**src/rtl/desc_ring_pkg.sv**
```systemverilog
// Package: shared constants and types for the descriptor queue.
// Assumes the queue depth is a power of two, with each slot index in a
// 2-bit status field.
package desc_ring_pkg;
    localparam int WORD_W     = 32;
    localparam int SLOT_BITS  = 2;
    localparam int DEPTH      = 1 << SLOT_BITS;
    localparam int WORDS_PER  = 4;
    localparam int WIDX_BITS  = $clog2(WORDS_PER);

    // Status word bit positions
    localparam int ST_WR_LSB  = 0;
    localparam int ST_RD_LSB  = 4;
    localparam int ST_EMPTY   = 8;
    localparam int ST_FULL    = 9;
    localparam int ST_ERR     = 10;

    localparam int CTL_CLEAR  = 0;
    localparam int FLAG_NOTIFY = 16;

    typedef enum logic [1:0] {
        RA_PUSH   = 2'd0,
        RA_STATUS = 2'd1,
        RA_CTRL   = 2'd2,
        RA_SPARE  = 2'd3
    } reg_sel_e;

    typedef struct packed {
        logic [2*WORD_W-1:0] addr;
        logic [WORD_W-1:0]   len;
        logic [WORD_W-1:0]   flags;
    } desc_t;
endpackage

```
**src/rtl/desc_word_gather.sv**
```systemverilog
// Module: collects the four sequential push words into one descriptor.
// Assumes the words arrive in the order addr low, addr high, length,
// flags. The index wraps to 0 after the flags word or on a clear.
module desc_word_gather
    import desc_ring_pkg::*;
(
    input  logic                 clk,
    input  logic                 rst_n,
    input  logic                 clr,
    input  logic                 word_we,
    input  logic [WORD_W-1:0]    word_data,
    output logic [WIDX_BITS-1:0] word_idx,
    output logic                 last_word,
    output desc_t                gathered
);
    localparam logic [WIDX_BITS-1:0] LAST_IDX = WIDX_BITS'(WORDS_PER - 1);

    logic [WORD_W-1:0] addr_lo_q, addr_hi_q, len_q;

    // Word position counter
    always_ff @(posedge clk) begin
        if (!rst_n || clr)
            word_idx <= '0;
        else if (word_we)
            word_idx <= (word_idx == LAST_IDX) ? '0 : word_idx + 1'b1;
    end

    // Holding registers for the first three words
    always_ff @(posedge clk) begin
        if (!rst_n) begin
            addr_lo_q <= '0;
            addr_hi_q <= '0;
            len_q     <= '0;
        end else if (word_we && !clr) begin
            case (word_idx)
                2'd0:    addr_lo_q <= word_data;
                2'd1:    addr_hi_q <= word_data;
                2'd2:    len_q     <= word_data;
                default: ;
            endcase
        end
    end

    // Complete descriptor, with the flags word taken live
    always_comb begin
        last_word      = word_we && !clr && (word_idx == LAST_IDX);
        gathered.addr  = {addr_hi_q, addr_lo_q};
        gathered.len   = len_q;
        gathered.flags = word_data;
    end
endmodule

```
**src/rtl/desc_slot_ptrs.sv**
```systemverilog
// Module: write and read slot indices with an occupancy count.
// Assumes push_en and pop_en are already qualified against full and
// empty by the caller.
module desc_slot_ptrs #(
    parameter int SLOTW = desc_ring_pkg::SLOT_BITS
) (
    input  logic             clk,
    input  logic             rst_n,
    input  logic             clr,
    input  logic             push_en,
    input  logic             pop_en,
    output logic [SLOTW-1:0] wr_slot,
    output logic [SLOTW-1:0] rd_slot,
    output logic             full,
    output logic             empty
);
    localparam int            CNTW  = SLOTW + 1;
    localparam logic [CNTW-1:0] SLOTS = CNTW'(1 << SLOTW);

    logic [CNTW-1:0] count_q;

    // Slot indices
    always_ff @(posedge clk) begin
        if (!rst_n || clr) begin
            wr_slot <= '0;
            rd_slot <= '0;
        end else begin
            if (push_en) wr_slot <= wr_slot + 1'b1;
            if (pop_en)  rd_slot <= rd_slot + 1'b1;
        end
    end

    // Occupancy, which tells full from empty when the indices match
    always_ff @(posedge clk) begin
        if (!rst_n || clr)
            count_q <= '0;
        else if (push_en && !pop_en)
            count_q <= count_q + 1'b1;
        else if (pop_en && !push_en)
            count_q <= count_q - 1'b1;
    end

    // Flags from occupancy
    always_comb begin
        full  = (count_q == SLOTS);
        empty = (count_q == '0);
    end
endmodule

```
**src/rtl/desc_slot_store.sv**
```systemverilog
// Module: storage for the descriptor slots, one register set per slot.
// Assumes a single write port and one combinational read port.
module desc_slot_store
    import desc_ring_pkg::*;
#(
    parameter int SLOTW = SLOT_BITS
) (
    input  logic             clk,
    input  logic             rst_n,
    input  logic             we,
    input  logic [SLOTW-1:0] waddr,
    input  desc_t            wdesc,
    input  logic [SLOTW-1:0] raddr,
    output desc_t            rdesc
);
    localparam int NSLOT = 1 << SLOTW;

    desc_t slot_q [NSLOT];

    for (genvar g = 0; g < NSLOT; g++) begin : g_slot
        // Load one slot when it is the write target
        always_ff @(posedge clk) begin
            if (!rst_n)
                slot_q[g] <= '0;
            else if (we && (waddr == SLOTW'(g)))
                slot_q[g] <= wdesc;
        end
    end

    // Head read
    always_comb rdesc = slot_q[raddr];
endmodule

```
**src/rtl/desc_ring_queue.sv**
```systemverilog
// Module: four-slot transfer descriptor queue with serial word push,
// status and control registers, and a pop port for a transfer engine.
// Assumes one register access per cycle. The control clear bit
// overrides pushes and pops.
module desc_ring_queue
    import desc_ring_pkg::*;
(
    input  logic          clk,
    input  logic          rst_n,
    input  logic          reg_wr,
    input  logic [1:0]    reg_addr,
    input  logic [31:0]   reg_wdata,
    output logic [31:0]   reg_rdata,
    input  logic          pop_req,
    output logic          desc_valid,
    output logic [63:0]   desc_addr,
    output logic [31:0]   desc_len,
    output logic [31:0]   desc_flags,
    output logic          desc_notify
);
    reg_sel_e              sel;
    logic                  push_wr, status_wr, ctrl_wr;
    logic                  ctrl_q, ring_clr;
    logic                  err_q, overflow;
    logic [WIDX_BITS-1:0]  word_idx;
    logic                  last_word, push_en, pop_en;
    logic [SLOT_BITS-1:0]  wr_slot, rd_slot;
    logic                  full, empty;
    desc_t                 gathered, head;

    // Register strobe decode
    always_comb begin
        sel       = reg_sel_e'(reg_addr);
        push_wr   = reg_wr && (sel == RA_PUSH);
        status_wr = reg_wr && (sel == RA_STATUS);
        ctrl_wr   = reg_wr && (sel == RA_CTRL);
        ring_clr  = ctrl_q || (ctrl_wr && reg_wdata[CTL_CLEAR]);
    end

    // Control register
    always_ff @(posedge clk) begin
        if (!rst_n)
            ctrl_q <= 1'b0;
        else if (ctrl_wr)
            ctrl_q <= reg_wdata[CTL_CLEAR];
    end

    desc_word_gather u_gather (
        .clk       (clk),
        .rst_n     (rst_n),
        .clr       (ring_clr),
        .word_we   (push_wr),
        .word_data (reg_wdata),
        .word_idx  (word_idx),
        .last_word (last_word),
        .gathered  (gathered)
    );

    // Accept decisions, with overflow judged on the pre-pop occupancy
    always_comb begin
        push_en  = last_word && !full;
        overflow = last_word && full;
        pop_en   = pop_req && !empty && !ring_clr;
    end

    desc_slot_ptrs #(.SLOTW(SLOT_BITS)) u_ptrs (
        .clk     (clk),
        .rst_n   (rst_n),
        .clr     (ring_clr),
        .push_en (push_en),
        .pop_en  (pop_en),
        .wr_slot (wr_slot),
        .rd_slot (rd_slot),
        .full    (full),
        .empty   (empty)
    );

    desc_slot_store #(.SLOTW(SLOT_BITS)) u_store (
        .clk   (clk),
        .rst_n (rst_n),
        .we    (push_en),
        .waddr (wr_slot),
        .wdesc (gathered),
        .raddr (rd_slot),
        .rdesc (head)
    );

    // Sticky error, set on overflow and cleared by a write of 1
    always_ff @(posedge clk) begin
        if (!rst_n)
            err_q <= 1'b0;
        else if (overflow)
            err_q <= 1'b1;
        else if (status_wr && reg_wdata[ST_ERR])
            err_q <= 1'b0;
    end

    // Register read mux
    always_comb begin
        reg_rdata = '0;
        case (sel)
            RA_STATUS: begin
                reg_rdata[ST_WR_LSB +: SLOT_BITS] = wr_slot;
                reg_rdata[ST_RD_LSB +: SLOT_BITS] = rd_slot;
                reg_rdata[ST_EMPTY]               = empty;
                reg_rdata[ST_FULL]                = full;
                reg_rdata[ST_ERR]                 = err_q;
            end
            RA_CTRL: reg_rdata[CTL_CLEAR] = ctrl_q;
            default: reg_rdata = '0;
        endcase
    end

    // Pop side outputs
    always_comb begin
        desc_valid  = !empty;
        desc_addr   = head.addr;
        desc_len    = head.len;
        desc_flags  = head.flags;
        desc_notify = head.flags[FLAG_NOTIFY];
    end
endmodule

```
**config.mk**
```make
export PLATFORM = sky130hd
export DESIGN_NAME = desc_ring_queue
export DESIGN_NICKNAME = d
export VERILOG_FILES = /design/src/rtl/desc_ring_pkg.sv /design/src/rtl/desc_word_gather.sv /design/src/rtl/desc_slot_ptrs.sv /design/src/rtl/desc_slot_store.sv /design/src/rtl/desc_ring_queue.sv
export SDC_FILE = /design/constraint.sdc
export NUM_CORES = 1
export LEC_CHECK = 0
export BUFFER_PORTS_ARGS = -buffer_cell sky130_fd_sc_hd__buf_2
export CORE_MARGIN = 2
export CORE_UTILIZATION = 35
export CTS_CLUSTER_SIZE = 40
export DETAILED_ROUTE_END_ITERATION = 7
export PLACE_DENSITY = 0.59
export SLEW_MARGIN = 15
export SYNTH_ARGS = -nofsm -noshare
export SYNTH_HDL_FRONTEND = slang
export SYNTH_SLANG_ARGS = --single-unit
```
**constraint.sdc**
```tcl
create_clock -name clk -period 12.29 [get_ports clk]
set_input_delay 0.6145 -clock clk [delete_from_list [all_inputs] [get_ports clk]]
set_output_delay 0.6145 -clock clk [all_outputs]
set_load 0.02 [all_outputs]
```
==> results.toml, run 1 <==
[logic_synthesis]
synth.yosys.seq_area_share_pct = 66.3
synth_cell_area_um2 = 26500
synth_ff_type = "edfxtp_1"
ys_ff_latch = 621
yosys.cell_types.count = 36
number_of_cells_produced_by_synthesis = 1841
yosysWarnings = 0
syn_area_per_cell_um2 = 14.4
synthArstFlopShare_pct = 0
synth_enable_flop_cells = 512

[power]
cell_internal_pwr_mw = 3.54
pwr-share-seq_pct = 51.7
power.ir.vdd_worst_mv = 0.0816
power_density_nw_per_um2 = 151
leakagePower_nw = 10.2
power.share.clock_pct = 43.0
power.share.switching_pct = 22.3
power.net_switching_mw = 1.02
combPwrFrac_pct = 5.3

[routing]
final_antenna_net_count = 0
detail_route.iter0.violations = 1538
vias = 16410
vias_per_cell = 5.55
drcViolationCount = 0
drtPass1Iterations = 5
postRouteWirelength_um = 76100
post_drt_wl_per_cell_um = 25.8

[job]
maxCapViolations = 0

[floorplanning]
placementRows = 100
dieHeight_um = 279
die-area_um2 = 77900
io-pin-count = 200
design.core.area_um2 = 74700
die_w_um = 279
initial_utilization_pct = 35.5

[finish]
final_common_cell = "edfxtp_1"
areaGrowthSynthToFinish_pct = 13.8
share_of_post_route_cells_with_drive_strength_above_1_pct = 22.2
final_cell_area_um2 = 30100
filler_cell_count = 6832
layout_common_cells = "512 x edfxtp_1, 381 x nor3_1, 173 x buf_2"
nNetsFinal = 1983
final_cells = 2955
n_antenna_cell = 0

[worst_hold_path]
worst_hold_startpoint = "reg_wdata[0]"
worst_hold_path_type = "in2reg"

[timing]
finalWorstSetupSlack_ns = 8.16
skew_ns = 0.0212
report.final.slew_viol_count = 0
fraction_of_the_cycle_the_final_worst_path_needs_pct = 33.6
grt_setup_unrepaired = "no"
hold_worst_slack_ns = 0.335
f_max_mhz = 242
setup-tns-final_ns = 0
period_needed_ns = 4.13
tightest_slew_margin_relative_to_the_limit_pct = 21.9
worst_pin_slew_ns = 1.17
hold_violations = 0
finalSetupViolCount = 0

[cts]
post_cts_buffers = 0
tritoncts = "done"
cts_max_path_buffers = 3
numCtsBuffers = 66
cts.reportedPaths.clkPinSlew_ns = 0.06
cts-root-buf = "clkbuf_16"
tritoncts_num_sinks = 621
cts.repair.resized = 0
cts.htree.levels = 3
clkLatencyLatePin_ns = 0.61
cts_hold_repair.buffers = 0

[global_route]
grt_pass1_wl_um = 111000
vias_in_the_first_global_route = 16340
antenna_violations_before_repair = 11
maximum_number_of_pins_on_one_net_before_global_route_repair = 224
groute.usage.overall_pct = 19.4
globalRouteOverflowTotal = 0

[setup_path]
start_kind = "flip-flop"
critPathMaxFanout = 47
crit_path_end_kind = "output pin"
timing.critical_path.slowest_stage_cell = "buf_4"
slowest_delay_ns = 0.90
worst_path_most_repeated_cell = "buf_4"
crit_required_ns = 11.68
critical_path_arrival_ns = 3.52
timing_worst_setup_path_type = "reg2out"
path_cells = "buf_4, buf_4, mux4_2, buf_2"
timing.rr.start = "ctrl_q$_SDFFE_PN0N_"

[outcome]
run_status = "finished clean"

[place]
dpl.cell_count = 2833
postPlaceCellArea_um2 = 28000
pre_cts_slack_ns = 7.53
port_buffers = 174
place_congestion = 0.788
placed_wire_length_estimate_um = 43100
-- state kept, by name, summed over array words and instances (netlist names), named ones only --
| name | count |
|---|---|
| ctrl_q | 1 |
| u_gather.addr_lo_q | 32 |
| err_q | 1 |
| u_ptrs.count_q | 3 |
| u_ptrs.wr_slot | 2 |
| u_gather.len_q | 32 |
| u_ptrs.rd_slot | 2 |
| u_gather.addr_hi_q | 32 |
| u_store.slot_q | 512 |
| u_gather.word_idx | 2 |
-- logic make-up after synthesis --
logic type               count (synthesis)  share of synthesized area [%]
AND/OR/NAND/NOR                        739                           14.0
flip-flops                             621                           66.3
multiplexers                           228                           14.7
buffers and inverters                  221                           3.89
AO/OA/AOI/OAI                           14                          0.326
adder cells (fa/ha/maj)                 13                          0.643
XOR/XNOR                                 4                          0.132
other                                    1                         0.0142
-- cell type report --
type,count,area (um^2),share of cell area [%]
Clock buffer,93,1840,6.12
Clock inverter,29,273,0.905
Inverter,15,63.8,0.212
Multi-Input combinational cell,1023,8060,26.7
Sequential cell,621,17600,58.3
Tap cell,969,1210,4.02
Timing Repair Buffer,205,1120,3.73
-- synthesized netlist by cell type (4+ instances only) --
cell        n  area share [%]
and2_1      4           0.094
mux4_2    128              11
buf_2      67             1.3
dfxtp_1   109             8.2
nand3_1    70             1.3
nor2_1     71             1.0
xor2_1      4            0.13
and4_1     66             2.2
nor4_1      4           0.094
clkbuf_1  108             1.5
o21ai_0     5           0.094
nand2_1   133             1.9
mux2i_1   100             3.8
ha_1       12            0.57
a21oi_1     4           0.076
edfxtp_1  512              58
nor3_1    381             7.2
inv_1      14            0.20
buf_4      27            0.77
-- power groups by stage --
stage | Clock, mW | Combinational, mW | Sequential, mW
2_1_floorplan | 0 | 0.148 | 2.42
3_3_place_gp | 0 | 0.247 | 2.40
3_5_place_dp | 0 | 0.249 | 2.40
4_1_cts | 1.99 | 0.249 | 2.36
5_1_grt | 2.06 | 0.257 | 2.36
6_report | 1.96 | 0.242 | 2.36
-- routing by layer --
layer	wire, um	GRT usage (%)
met5	86	0
met4	2700	7.39
met3	6300	5.28
met2	36000	30.4
met1	31100	25.7
-- path summary, 6_finish.rpt --
| kind | to | slack, ns | cells after the start |
|---|---|---|---|
| worst max-delay path | desc_addr[6] | 8.16 | 4 |
| worst min-delay path | ctrl_q$_SDFFE_PN0N_ | 0.33 | 3 |
| worst max register to register | u_store.slot_q[1][65]$_SDFFCE_PN0P_ | 8.23 | 6 |
| worst min register to register | err_q$_SDFFE_PN0P_ | 0.46 | 2 |
-- through the flow --
| step | power, mW | util (%) |
|---|---|---|
| final | 4.56 | 40.3 |
| after CTS | 4.60 | 40.3 |
| after floorplan | 2.57 | - |
| after global placement | 2.65 | 37.5 |
| after detailed placement | 2.65 | 37.5 |
| after global routing | 4.68 | 40.3 |
-- worst max-delay path, delay by kind of cell, from the launching register on --
| family | cells | cell delay [ns] |
|---|---|---|
| muxes | 1 | 0.69 |
| buffers and inverters | 3 | 1.84 |
| DFF | 1 | 0.33 |
No activity file was read; power rests on OpenSTA's default activity.
==> run 2, diff against run 1 <==
Clock period 12.29 ns to 4.3 ns, I/O delays scaled along.
==> results.toml, run 2 (same netlist as run 1, synthesis figures left out) <==
[power]
pwr-share-seq_pct = 51.4
combPwrFrac_pct = 5.6
power_density_nw_per_um2 = 428
cell_internal_pwr_mw = 10.2
power.ir.vdd_worst_mv = 0.294
finalPower_mw = 13.1
leakagePower_nw = 10.4
power.share.clock_pct = 43.1
power.net_switching_mw = 2.89
power.share.switching_pct = 22.0

[timing]
worst_pin_slew_ns = 1.06
f_max_mhz = 347
report.final.slew_viol_count = 0
period_needed_ns = 2.88
skew_ns = 0.0195
grt_setup_unrepaired = "no"
hold_violations = 0
finalSetupViolCount = 0
tightest_slew_margin_relative_to_the_limit_pct = 29.6
hold_worst_slack_ns = 0.0421
finalWorstSetupSlack_ns = 1.42
fraction_of_the_cycle_the_final_worst_path_needs_pct = 67.1

[finish]
share_of_post_route_cells_with_drive_strength_above_1_pct = 22.2
layout_common_cells = "512 x edfxtp_1, 381 x nor3_1, 173 x buf_2"
largest_register = "u_store.slot_q"
nNetsFinal = 2016
largest_register_ffs = 512
final_cell_area_um2 = 30600
final_common_cell = "edfxtp_1"
areaGrowthSynthToFinish_pct = 15.7
final_cells = 2991

[floorplanning]
design.core.area_um2 = 74700
initial_utilization_pct = 35.5
dieHeight_um = 279
die-area_um2 = 77900
die_w_um = 279
io-pin-count = 200
placementRows = 100

[cts]
numCtsBuffers = 66
cts-root-buf = "clkbuf_16"
tritoncts = "done"
cts_max_path_buffers = 3
cts.repair.resized = 0
cts_hold_repair.buffers = 27
cts.htree.levels = 3
clkLatencyLatePin_ns = 0.60
tritoncts_num_sinks = 621
post_cts_buffers = 0
cts.reportedPaths.clkPinSlew_ns = 0.06

[global_route]
groute.usage.overall_pct = 19.6
globalRouteOverflowTotal = 0
grt_pass1_wl_um = 112000
maximum_number_of_pins_on_one_net_before_global_route_repair = 133
antenna_violations_before_repair = 7
vias_in_the_first_global_route = 16360

[routing]
vias = 16527
vias_per_cell = 5.53
detail_route.iter0.violations = 1590
drcViolationCount = 0
postRouteWirelength_um = 76800
final_antenna_net_count = 0
drtPass1Iterations = 6
post_drt_wl_per_cell_um = 25.7

[worst_hold_path]
worst_hold_startpoint = "reg_wdata[31]"
worst_hold_path.endpoint = "u_store.slot_q[0][31]$_SDFFCE_PN0P_"
worst_hold_path_type = "in2reg"
worst_hold_path.num_cells = 3

[setup_path]
reg2reg_to = "u_store.slot_q[2][58]$_SDFFCE_PN0P_"
critPathMaxFanout = 132
timing.critical_path.slowest_stage_cell = "nand4_1"
r2r_setup_slack_ns = 1.42
path_cells = "or3b_1, nand4_1, buf_12, buf_12, nor3_1"
timing_worst_setup_path_type = "reg2reg"
timing.rr.start = "u_ptrs.count_q[2]$_SDFFE_PP0P_"
crit_path_end_kind = "flip-flop"
crit_required_ns = 4.59
rr_worst_depth = 5
start_kind = "flip-flop"
critical_path_arrival_ns = 3.17
slowest_delay_ns = 0.52
worst_path_most_repeated_cell = "buf_12"

[place]
pre_cts_slack_ns = 1.20
postPlaceCellArea_um2 = 28200
port_buffers = 174
place_congestion = 0.765
dpl.cell_count = 2839
placed_wire_length_estimate_um = 44100

[job]
maxCapViolations = 0

[outcome]
run_status = "finished clean"
-- run 2: cell count changes in the layout (fill, tap and decap cells not counted), moves of 3 or more --
cell | before | now
dlygate4sd3_1 | 0 | 27
buf_12 | 1 | 12
clkbuf_16 | 67 | 73
buf_4 | 30 | 25
clkinv_1 | 10 | 6
clkbuf_1 | 19 | 22
diode_2 | 0 | 3
inv_4 | 3 | 0
-- run 2: how the worst max path moves through the flow --
stage / depth (start not counted) / slack (ns) / to / start
3_3_place_gp: 7 / 1.25 / u_store.slot_q[0][89]$_SDFFCE_PN0P_ / reg_addr[0]
2_1_floorplan: 7 / -0.73 / u_store.slot_q[1][0]$_SDFFCE_PN0P_ / reg_addr[0]
3_5_place_dp: 7 / 1.20 / u_store.slot_q[0][90]$_SDFFCE_PN0P_ / reg_addr[0]
4_1_cts: 3 / 1.38 / desc_addr[8] / flip-flop
5_1_grt: 9 / 1.23 / u_ptrs.count_q[2]$_SDFFE_PP0P_ / ctrl_q$_SDFFE_PN0N_
6_report: 5 / 1.42 / u_store.slot_q[2][58]$_SDFFCE_PN0P_ / u_ptrs.count_q[2]$_SDFFE_PP0P_
-- run 2: worst max-delay path: cells and delay by family, from the launching register on --
kind                   cells  cell delay [ns]
buffers and inverters      2             0.89
flip-flops                 1             0.44
AND/OR/NAND/NOR            3             1.07
-- run 2: stage by stage --
| stage | util, % | setup TNS [ns] |
|---|---|---|
| 2_1_floorplan | - | -375.66 |
| 3_3_place_gp | 37.8 | 0 |
| 3_5_place_dp | 37.8 | 0 |
| 4_1_cts | 41.0 | 0 |
| 5_1_grt | 41.0 | 0 |
| 6_report | 41.0 | 0 |
-- run 2: final cells by class --
class                           instances  area [um^2]
Fill cell                            6777        44100
Sequential cell                       621        17600
Multi-Input combinational cell       1023         8060
Clock buffer                          102         2010
Timing Repair Buffer                  238         1580
Tap cell                              969         1210
Clock inverter                         20          151
Inverter                               15         71.3
Antenna cell                            3         7.51
-- run 2: power groups by stage --
| stage | clock network, mW | registers (mW) | logic [mW] |
|---|---|---|---|
| final | 5.66 | 6.74 | 0.729 |
| after global routing | 5.98 | 6.76 | 0.772 |
| after CTS | 5.74 | 6.74 | 0.746 |
| after detailed placement | 0 | 6.87 | 0.726 |
| after global placement | 0 | 6.86 | 0.723 |
| after floorplan | 0 | 6.87 | 0.425 |
-- run 2: metal layers --
metal,vias to the layer above,wire [um],GRT usage (%),part of all wire [%]
li1,7306,-,-,-
met1,8399,31100,25.9,40
met2,690,35700,30.2,46
met3,126,6570,4.89,8.6
met4,6,3430,9.36,4.5
met5,-,41,0,0.053
